`src/rtl/pbsg_pkg.sv`:
```
// Package pbsg_pkg
// Purpose : shared types and the divisor decode for the strobe generator.
// Assumes : divisor codes are 3 bits wide; the largest divisor fits in DIV_W bits.
package pbsg_pkg;

    localparam int DIV_W = 4;

    typedef enum logic [1:0] {
        ST_IDLE   = 2'd0,
        ST_SETUP  = 2'd1,
        ST_STROBE = 2'd2,
        ST_HOLD   = 2'd3
    } seq_state_t;

    // Map a divisor code to its division ratio; code 0 is reserved and maps to 0.
    function automatic logic [DIV_W-1:0] divisor_of(input logic [2:0] code);
        logic [DIV_W-1:0] r;
        case (code)
            3'd1:    r = DIV_W'(2);
            3'd2:    r = DIV_W'(4);
            3'd3:    r = DIV_W'(6);
            3'd4:    r = DIV_W'(7);
            3'd5:    r = DIV_W'(8);
            3'd6:    r = DIV_W'(9);
            3'd7:    r = DIV_W'(10);
            default: r = '0;
        endcase
        return r;
    endfunction

endpackage

```
`src/rtl/pbsg_word_buf.sv`:
```
// Module  : pbsg_word_buf
// Purpose : one-entry holding register for a word that arrives mid-access.
// Assumes : a push while full is dropped unless a pop happens in the same cycle,
//           in which case the pushed word replaces the popped one.
module pbsg_word_buf #(
    parameter int DATA_W = 16
) (
    input  logic              clk,
    input  logic              rst_n,
    input  logic              push,
    input  logic              pop,
    input  logic [DATA_W-1:0] din,
    output logic              full,
    output logic [DATA_W-1:0] dout
);

    logic              full_q;
    logic [DATA_W-1:0] word_q;

    // Track occupancy and capture a pushed word when there is room.
    always_ff @(posedge clk) begin
        if (!rst_n) begin
            full_q <= 1'b0;
            word_q <= '0;
        end else begin
            if (pop) begin
                full_q <= 1'b0;
            end
            if (push && (!full_q || pop)) begin
                word_q <= din;
                full_q <= 1'b1;
            end
        end
    end

    assign full = full_q;
    assign dout = word_q;

    AST_BUF_NO_UNDERRUN: assert property (@(posedge clk) disable iff (!rst_n)
        pop |-> full_q);

endmodule

```
`src/rtl/pbsg_strobe_seq.sv`:
```
// Module  : pbsg_strobe_seq
// Purpose : runs one bus access per word as a sequence of setup, strobe and hold.
//           The setup and hold phases are one cycle each and the strobe phase is
//           STROBE_CYC cycles. frame_n is low for the whole access; strobe_n is
//           low only in the strobe phase.
// Assumes : rx_valid marks one word per cycle; the bus style is mapped outside.
module pbsg_strobe_seq
    import pbsg_pkg::*;
#(
    parameter int DATA_W     = 16,
    parameter int STROBE_CYC = 3
) (
    input  logic              clk,
    input  logic              rst_n,
    input  logic              rx_valid,
    input  logic [DATA_W-1:0] rx_data,
    output logic              frame_n,
    output logic              strobe_n,
    output logic [DATA_W-1:0] bus_data
);

    localparam int CNT_W = $clog2(STROBE_CYC + 1);
    localparam int RUN_W = $clog2(STROBE_CYC + 2);

    seq_state_t        st_q;
    logic [CNT_W-1:0]  cnt_q;
    logic [DATA_W-1:0] data_q;
    logic              buf_full;
    logic [DATA_W-1:0] buf_dout;
    logic              launch;
    logic              buf_push;
    logic              buf_pop;
    logic [DATA_W-1:0] next_word;

    // Decide whether a new access starts and which word it carries.
    always_comb begin
        launch    = ((st_q == ST_IDLE) || (st_q == ST_HOLD)) && (buf_full || rx_valid);
        next_word = buf_full ? buf_dout : rx_data;
        buf_pop   = launch && buf_full;
        buf_push  = rx_valid && !(launch && !buf_full);
    end

    pbsg_word_buf #(
        .DATA_W (DATA_W)
    ) i_word_buf (
        .clk   (clk),
        .rst_n (rst_n),
        .push  (buf_push),
        .pop   (buf_pop),
        .din   (rx_data),
        .full  (buf_full),
        .dout  (buf_dout)
    );

    // Step the access phases and count the strobe cycles.
    always_ff @(posedge clk) begin
        if (!rst_n) begin
            st_q  <= ST_IDLE;
            cnt_q <= '0;
        end else begin
            case (st_q)
                ST_IDLE, ST_HOLD: begin
                    st_q  <= launch ? ST_SETUP : ST_IDLE;
                    cnt_q <= '0;
                end
                ST_SETUP: begin
                    st_q  <= ST_STROBE;
                    cnt_q <= '0;
                end
                default: begin
                    if (cnt_q == CNT_W'(STROBE_CYC - 1)) begin
                        st_q  <= ST_HOLD;
                        cnt_q <= '0;
                    end else begin
                        cnt_q <= cnt_q + 1'b1;
                    end
                end
            endcase
        end
    end

    // Load the bus data register when an access starts; otherwise hold it.
    always_ff @(posedge clk) begin
        if (!rst_n) begin
            data_q <= '0;
        end else if (launch) begin
            data_q <= next_word;
        end
    end

    assign frame_n  = (st_q == ST_IDLE);
    assign strobe_n = (st_q != ST_STROBE);
    assign bus_data = data_q;

    // Length of the current strobe low run, for the width check.
    logic [RUN_W-1:0] low_run_q;
    always_ff @(posedge clk) begin
        if (!rst_n) begin
            low_run_q <= '0;
        end else if (strobe_n) begin
            low_run_q <= '0;
        end else begin
            low_run_q <= low_run_q + 1'b1;
        end
    end

    AST_STROBE_WIDTH: assert property (@(posedge clk) disable iff (!rst_n)
        $rose(strobe_n) |-> (low_run_q == RUN_W'(STROBE_CYC)));
    AST_STROBE_NOT_LONG: assert property (@(posedge clk) disable iff (!rst_n)
        !strobe_n |-> (low_run_q < RUN_W'(STROBE_CYC)));
    AST_STROBE_IN_FRAME: assert property (@(posedge clk) disable iff (!rst_n)
        !strobe_n |-> !frame_n);
    AST_DATA_SETUP: assert property (@(posedge clk) disable iff (!rst_n)
        !strobe_n |-> $stable(bus_data));
    AST_DATA_HOLD: assert property (@(posedge clk) disable iff (!rst_n)
        $rose(strobe_n) |-> $stable(bus_data));

endmodule

```
`src/rtl/pbsg_clk_div.sv`:
```
// Module  : pbsg_clk_div
// Purpose : divides the link clock by the ratio chosen with the code. Each
//           period has floor(N/2) high cycles followed by the remaining low cycles.
// Assumes : the code may change at any time; the counter wraps into range at once.
//           Code 0 is reserved: the clock is held low and the error flag is raised.
module pbsg_clk_div
    import pbsg_pkg::*;
(
    input  logic       clk,
    input  logic       rst_n,
    input  logic [2:0] code,
    output logic       clk_out,
    output logic       cfg_err
);

    logic [DIV_W-1:0] div_n;
    logic [DIV_W-1:0] half_n;
    logic [DIV_W-1:0] cnt_q;
    logic [DIV_W-1:0] cnt_nxt;
    logic             reserved;
    logic             clk_q;
    logic             err_q;

    // Decode the ratio and work out the next phase count.
    always_comb begin
        div_n    = divisor_of(code);
        half_n   = div_n >> 1;
        reserved = (code == 3'd0);
        cnt_nxt  = (cnt_q >= (div_n - DIV_W'(1))) ? '0 : (cnt_q + DIV_W'(1));
    end

    // Advance the phase counter and register the clock level and error flag.
    always_ff @(posedge clk) begin
        if (!rst_n) begin
            cnt_q <= '0;
            clk_q <= 1'b0;
            err_q <= 1'b0;
        end else if (reserved) begin
            cnt_q <= '0;
            clk_q <= 1'b0;
            err_q <= 1'b1;
        end else begin
            cnt_q <= cnt_nxt;
            clk_q <= (cnt_nxt < half_n);
            err_q <= 1'b0;
        end
    end

    assign clk_out = clk_q;
    assign cfg_err = err_q;

    AST_RESERVED_LOW: assert property (@(posedge clk) disable iff (!rst_n)
        cfg_err |-> !clk_out);
    AST_CNT_BOUNDED: assert property (@(posedge clk) disable iff (!rst_n)
        cnt_q < DIV_W'(10));

endmodule

```
`src/rtl/pbus_strobe_gen.sv`:
```
// Module  : pbus_strobe_gen
// Purpose : top of the strobe generator. It maps the access frame and strobe onto
//           the select and write pins for the chosen bus style and drives the
//           divided reference clock.
// Assumes : bus_mode is stable while an access is running.
module pbus_strobe_gen
    import pbsg_pkg::*;
#(
    parameter int DATA_W     = 16,
    parameter int STROBE_CYC = 3
) (
    input  logic              clk,
    input  logic              rst_n,
    input  logic              rx_valid,
    input  logic [DATA_W-1:0] rx_data,
    input  logic              bus_mode,
    input  logic [2:0]        div_code,
    output logic [DATA_W-1:0] bus_data,
    output logic              bus_cs_n,
    output logic              bus_wr_n,
    output logic              clk_out,
    output logic              cfg_err
);

    logic frame_n;
    logic strobe_n;

    pbsg_strobe_seq #(
        .DATA_W     (DATA_W),
        .STROBE_CYC (STROBE_CYC)
    ) i_seq (
        .clk      (clk),
        .rst_n    (rst_n),
        .rx_valid (rx_valid),
        .rx_data  (rx_data),
        .frame_n  (frame_n),
        .strobe_n (strobe_n),
        .bus_data (bus_data)
    );

    pbsg_clk_div i_div (
        .clk     (clk),
        .rst_n   (rst_n),
        .code    (div_code),
        .clk_out (clk_out),
        .cfg_err (cfg_err)
    );

    // Route frame and strobe onto the pins for the selected bus style.
    always_comb begin
        if (bus_mode) begin
            bus_cs_n = strobe_n;
            bus_wr_n = frame_n;
        end else begin
            bus_cs_n = frame_n;
            bus_wr_n = strobe_n;
        end
    end

    AST_WSTYLE_SELECT: assert property (@(posedge clk) disable iff (!rst_n)
        (!bus_mode && !bus_wr_n) |-> !bus_cs_n);
    AST_ESTYLE_SELECT: assert property (@(posedge clk) disable iff (!rst_n)
        (bus_mode && !bus_cs_n) |-> !bus_wr_n);

endmodule

```
`config.mk`:
```
export PLATFORM = sky130hd
export DESIGN_NAME = pbus_strobe_gen
export DESIGN_NICKNAME = d
export VERILOG_FILES = /design/src/rtl/pbsg_pkg.sv /design/src/rtl/pbsg_word_buf.sv /design/src/rtl/pbsg_strobe_seq.sv /design/src/rtl/pbsg_clk_div.sv /design/src/rtl/pbus_strobe_gen.sv
export SDC_FILE = /design/constraint.sdc
export NUM_CORES = 1
export LEC_CHECK = 0
export ABC_CLOCK_PERIOD_IN_PS = 2450
export BUFFER_PORTS_ARGS = -buffer_cell sky130_fd_sc_hd__buf_2
export CORE_ASPECT_RATIO = 1.25
export CORE_UTILIZATION = 40
export CTS_BUF_LIST = sky130_fd_sc_hd__clkbuf_16
export DETAILED_ROUTE_END_ITERATION = 12
export SETUP_SLACK_MARGIN = 0.02
export SYNTH_ARGS = -nofsm -noshare
export SYNTH_HDL_FRONTEND = slang
export SYNTH_SLANG_ARGS = --single-unit
export TNS_END_PERCENT = 50
```
`constraint.sdc`:
```
create_clock -name clk -period 2.45 [get_ports clk]
set_input_delay 0.1225 -clock clk [delete_from_list [all_inputs] [get_ports clk]]
set_output_delay 0.1225 -clock clk [all_outputs]
set_load 0.01 [all_outputs]
```
* Yosys cells after proc, flatten, opt, wreduce, memory -nomap -nowiden *
Cells that the tools add are included.

word-level totals
  flip-flop bits (word level) = 43
  output and inout port bits = 20
  word-level logic and storage cells = 53

operators by class
  add/sub/neg operators = 3
  order comparisons = 2
  equal/unequal tests = 11
  muxes and demuxes = 11
  bitwise gates (word level) = 1
  reductions and logical operators = 17

operators by type and width
  operator               number
  $pmux W4 S7            1
  $mux W16               1
  $eq A3 B3 Y1 const B   4
  $eq A3 B2 Y1 const B   2
  $mux W1                6
  $logic_and A1 B1 Y1    5
  $reduce_or A5 Y1       1
  $add A4 B1 Y4 const B  1
  $eq A2 B2 Y1 const B   2
  $ge A4 B4 Y1           1
  $lt A4 B3 Y1           1
  $mux W4                1
  $pmux W2 S2            1
  $reduce_or A2 Y1       2
  $sub A4 B1 Y4 const B  1
  $eq A3 B1 Y1 const B   1
  $logic_not A3 Y1       1
  $logic_or A1 B1 Y1     3
  $reduce_bool A3 Y1     1
  $add A2 B1 Y2 const B  1
  $eq A2 B1 Y1 const B   1
  $logic_not A1 Y1       2
  $logic_not A2 Y1       1
  $mux W2                1
  3 further kinds        3

* Longest topological paths before layout *
  depth in word-level cells = 8
  mapped depth = 12
  mapped depth without buffers = 11

* Modules after synthesis *
Synthesis repeated with hierarchy kept, for this count alone.

second synthesis, totals
  cell total of the unflattened synthesis = 230
  area, all modules = 2223.4 µm²

by module, submodules not included
  module           instances  cells each  area each (µm²)  seq. area each (µm²)
  pbsg_strobe_seq  1          98          1013.5           400.4
  pbsg_word_buf    1          74          701.9            340.3
  pbsg_clk_div     1          56          485.5            120.1
  pbus_strobe_gen  1          2           22.5             0.0

* Worst setup path after synthesis *
No wires, ideal clock.

  kind = in2reg
  start = in div_code[2]
  end = reg i_div.clk_q (netlist: i_div.clk_out)
  arrival time = 2.117 ns
  required time = 2.376 ns
  path slack = 0.259 ns
  stages on the path = 12
  path buffers = 1
  cell sequence = clkbuf_1 -> nand2b_1 -> nand2_1 -> ha_1 -> or3b_1 -> o2111a_1 -> nor2_1 -> ha_1 -> and4b_1 -> o21ai_0 -> nand4b_1 -> a31oi_1

between the ends
  cells in the longest elaborated chain, start to end = 6
  elaborated cells between the ends (all ways) = 14

ends and longest elaborated chain
  what                                        line                   text
  start, declared                             pbus_strobe_gen.sv:17  input logic [2:0] div_code,
  $eq A3 B3 Y1, or another cell as far along  pbsg_pkg.sv:18         case (code)
  $pmux W4 S7 *                               pbsg_pkg.sv:18
  $sub A4 B1 Y4 *                             pbsg_clk_div.sv:29     cnt_nxt = (cnt_q >= (div_n - DIV_W'(1))) ? '0 : (cnt_q + DIV_W'(1));
  $ge A4 B4 Y1 *                              pbsg_clk_div.sv:29
  $mux W4 *                                   pbsg_clk_div.sv:29
  via i_div.cnt_nxt[1]                        pbsg_clk_div.sv:19     logic [DIV_W-1:0] cnt_nxt;
  $lt A4 B3 Y1 *                              pbsg_clk_div.sv:44     clk_q <= (cnt_nxt < half_n);
  end signal, assigned                        pbsg_clk_div.sv:44
  end, declared                               pbsg_clk_div.sv:21     logic clk_q;

The timed path passes the listed nets; every way through them passes the cells marked *.
A chain may end at the register's enable or synchronous reset.

* Worst setup path after layout *
  start = reg i_div.cnt_q[0]
  end = reg i_div.clk_q (netlist: i_div.clk_out)

between the ends
  cells in the longest elaborated chain, start to end = 3
  elaborated cells between the ends (all ways) = 4

ends and longest elaborated chain
  what                                                  line                text
  start, declared                                       pbsg_clk_div.sv:18  logic [DIV_W-1:0] cnt_q;
  start signal, assigned                                pbsg_clk_div.sv:43  cnt_q <= cnt_nxt;
  $add A4 B1 Y4 / $ge A4 B4 Y1 (equally long branches)  pbsg_clk_div.sv:29
  $mux W4 *                                             pbsg_clk_div.sv:29
  via i_div.cnt_nxt[1]                                  pbsg_clk_div.sv:19
  $lt A4 B3 Y1 *                                        pbsg_clk_div.sv:44

Marks and branches as above.

==> run_results.csv <==
group,metric,value,unit
route,ant_nets,0,
timing,tightest_slew,0.431,ns
logic_synthesis,ys_seq_area_frac,0.411,
layout,diodes,0,
timing,setup_violations,0,
worst_setup_path,crit_path_end_kind,"register",
logic_synthesis,synth-main-ff-cell,"dfxtp_1",
logic_synthesis,synth_top_area_frac,0.411,
run_status,outcome,"completed",
placement,hpwl,3020,um
layout,drive_above_1_share,0.215,
worst_setup_path,critPathRequiredTime,2.65,ns
timing,hold_slack,0.110,ns
floorplanning,initial_utilization,0.415,
power,p_sw,0.498,mW
worst_setup_path,cpMaxStageDelayCell,"or3b_1",
floorplanning,die_w,66.7,um
clock_network,cts_tree,"done",
timing,max_slew_margin,0.712,
clock_network,clkTransAtPathRegs,0.06,ns
worst_setup_path,cp_data_arrival_time,2.45,ns
logic_synthesis,syn_avg_cell_area,9.26,sq um
floorplanning,placement_rows,29,
layout,final_cell_mix,"42 x dfxtp_1, 42 x buf_2, 41 x nand2_1, 17 x mux2i_1, 17 x nand3_1",
route,post_drt_wl_per_cell,12.9,um
floorplanning,io_pins,43,
placement,io_buffers,42,
global_routing,antenna_found_initial,0,
route,drt_iter0_drc,66,
timing,finalCritPeriodShare,0.919,
global_routing,grt_max_degree,36,
timing,finalCriticalPeriod,2.25,ns
timing,finalHoldViolCount,0,
logic_synthesis,syn_nets,260,
layout,final_nets,299,
floorplanning,fp.dieH,82.9,um
timing,rsz0062_at_grt,"no",
timing,timing.final.ws_setup,0.199,ns
min_path,hold_path_startpoint,"rx_data[7]",
power,vdd_drop_max,0.000442,V
worst_setup_path,r2r-start,"i_div.cnt_q[0]",
layout,fill_cells,503,
timing,fmax,444,MHz
floorplanning,dieArea,5530,sq um
clock_network,root_buffer,"clkbuf_16",
power,p_int,1.40,mW
clock_network,clk_latency,0.28,ns
power,p_leak,1.20,nW
worst_setup_path,rrSetupSlack,0.20,ns
worst_setup_path,startpoint,"i_div.cnt_q[0]",
worst_setup_path,r2r.worst_path.cells,10,
clock_network,cts_buffers,5,
global_routing,grt_pass1_wl,7060,um
min_path,hold_class,"input pin to register",
placement,dp_slack,0.139,ns
worst_setup_path,path_max_fanout,6,
power,p_total,1.90,mW
worst_setup_path,critPathMaxStageDelay,0.40,ns
global_routing,grt_use_total,0.165,
logic_synthesis,synth_seq_cells,43,
timing,setup_tns,0,ns
route,drc,0,
layout,utilization,0.498,
timing,finalMaxSlewViolations,0,
global_routing,grt_pass1_vias,1494,
worst_setup_path,cpMostUsedCell,"ha_1",
logic_synthesis,yosys_warnings,0,
floorplanning,core_area,5040,sq um
clock_network,ctsHtreeMaxLevel,2,
logic_synthesis,yosys-top-cells-area,"dfxtp_1 41%, mux2i_1 8.1%, o211a_1 7.7%",
timing,skew,0.00374,ns
logic_synthesis,syn_area,2090,sq um
flow_run,maxCapViolations,0,
worst_setup_path,cp-start-kind,"register",
placement,gp_congestion,0.907,
route,vias,1705,
power,pwr-share-seq,0.425,
logic_synthesis,synth_largest_area_cell,"dfxtp_1",
worst_setup_path,path_cells,"inv_1 -> ha_1 -> or3b_1 -> o2111a_1 -> nor2_1 -> ha_1 -> and4b_1 -> o21ai_0 -> nand4b_1 -> a31oi_1",
layout,multiInputGateArea,1130,sq um
power,p_per_area,758,nW/um^2
worst_setup_path,crit_end,"i_div.clk_out",
logic_synthesis,postSynth.asyncResetShare,0,
logic_synthesis,synthDistinctLibCells,37,
route,first_pass_iters,4,
logic_synthesis,synth-edff-count,0,
clock_network,post-cts-setup-buffers,0,
power,combPwrFrac,0.197,
layout,seqCellArea,862,sq um
clock_network,cts_buffer_depth,2,
worst_setup_path,path_class,"register to register",
global_routing,gr-total-overflow,0,
worst_setup_path,r2r-end,"i_div.clk_out",
layout,areaGrowthSynthToFinish,20.0,%
power,swShare,0.262,
route,wirelength,4220,um
logic_synthesis,synth_cells,226,
route,vias_per_cell,5.21,
power,p_clk_frac,0.378,
clock_network,numClockSinks,43,
## per-layer routing
metal  vias to the layer above  track usage  share of wire
met5                         -            0              0
met1                       788        0.227           0.48
met4                         0       0.0638         0.0090
met3                         4       0.0343          0.034
li1                        877            -              -
met2                        36        0.250           0.48
## per-stage QoR
stage               cell area [sq um]  instances
global route                     2510        327
detailed placement               2350        320
global placement                 2350        320
floorplan                        2090        226
CTS                              2510        327
finish                           2510        327
## critical path, delay by kind of cell (launching register included)
| kind | cells | cell delay, ns |
|---|---|---|
| buffers and inverters | 1 | 0.05 |
| AND/OR/NAND/NOR | 4 | 0.80 |
| adder cells (fa/ha/maj) | 2 | 0.50 |
| flip-flops | 1 | 0.37 |
| AO/OA/AOI/OAI | 3 | 0.44 |
## kinds of logic (layout without fill, tap and decap cells)
group | Yosys count | in the layout | share of synthesized area
buffers and inverters | 20 | 59 | 0.0484
adder cells (fa/ha/maj) | 11 | 11 | 0.0657
flip-flops | 43 | 43 | 0.411
AO/OA/AOI/OAI | 49 | 49 | 0.190
XOR/XNOR | 5 | 5 | 0.0299
AND/OR/NAND/NOR | 81 | 81 | 0.173
multiplexers | 17 | 17 | 0.0813
## cell type report
type	instances	area share
Tap cell	62	0.0309
Clock buffer	5	0.0498
Sequential cell	43	0.343
Multi-Input combinational cell	163	0.451
Clock inverter	2	0.0135
Inverter	5	0.00747
Timing Repair Buffer	47	0.104
## cell usage after synthesis, types with 2 or more instances
cell	instances
buf_6	2
nor3_1	3
buf_2	6
nand2_1	41
nand3_1	17
xor2_1	3
o211a_1	16
o21ai_0	5
a21boi_1	3
clkbuf_1	6
inv_1	5
a21boi_0	15
a21oi_1	2
ha_1	11
mux2i_1	17
nor2_1	11
dfxtp_1	43
## worst min path at each step
stage	end	cells past startpoint	slack (ns)
final	i_seq.i_word_buf.dout[7]	3	0.11
after floorplan	i_seq.i_word_buf.dout[14]	2	0.27
after detailed placement	i_seq.i_word_buf.dout[7]	3	0.40
after CTS	i_seq.i_word_buf.dout[0]	3	0.10
after global placement	i_seq.i_word_buf.dout[6]	3	0.40
after global routing	i_seq.i_word_buf.dout[7]	3	0.11
## sequential cells by signal, summed over array words and instances (netlist names)
register,cells
i_div.clk_out,1
i_div.cnt_q,4
i_seq.st_q,2
i_seq.bus_data,16
i_seq.i_word_buf.full,1
i_div.cfg_err,1
i_seq.cnt_q,2
i_seq.i_word_buf.dout,16
## repair_timing
item / 4_1_cts / 5_1_grt
endpoints found under the setup margin: 0 / 1
resized for setup: 0 / 1
hold buffers: 0 / 0
## power by group through the flow
stage                     logic [mW]  registers (mW)  clock network (mW)
after global routing           0.424           0.816               0.775
final                          0.374           0.809               0.720
after floorplan                0.249           0.832                   0
after global placement         0.375           0.821                   0
after CTS                      0.378           0.809               0.744
after detailed placement       0.376           0.824                   0
(Power assumes the default switching activity.)
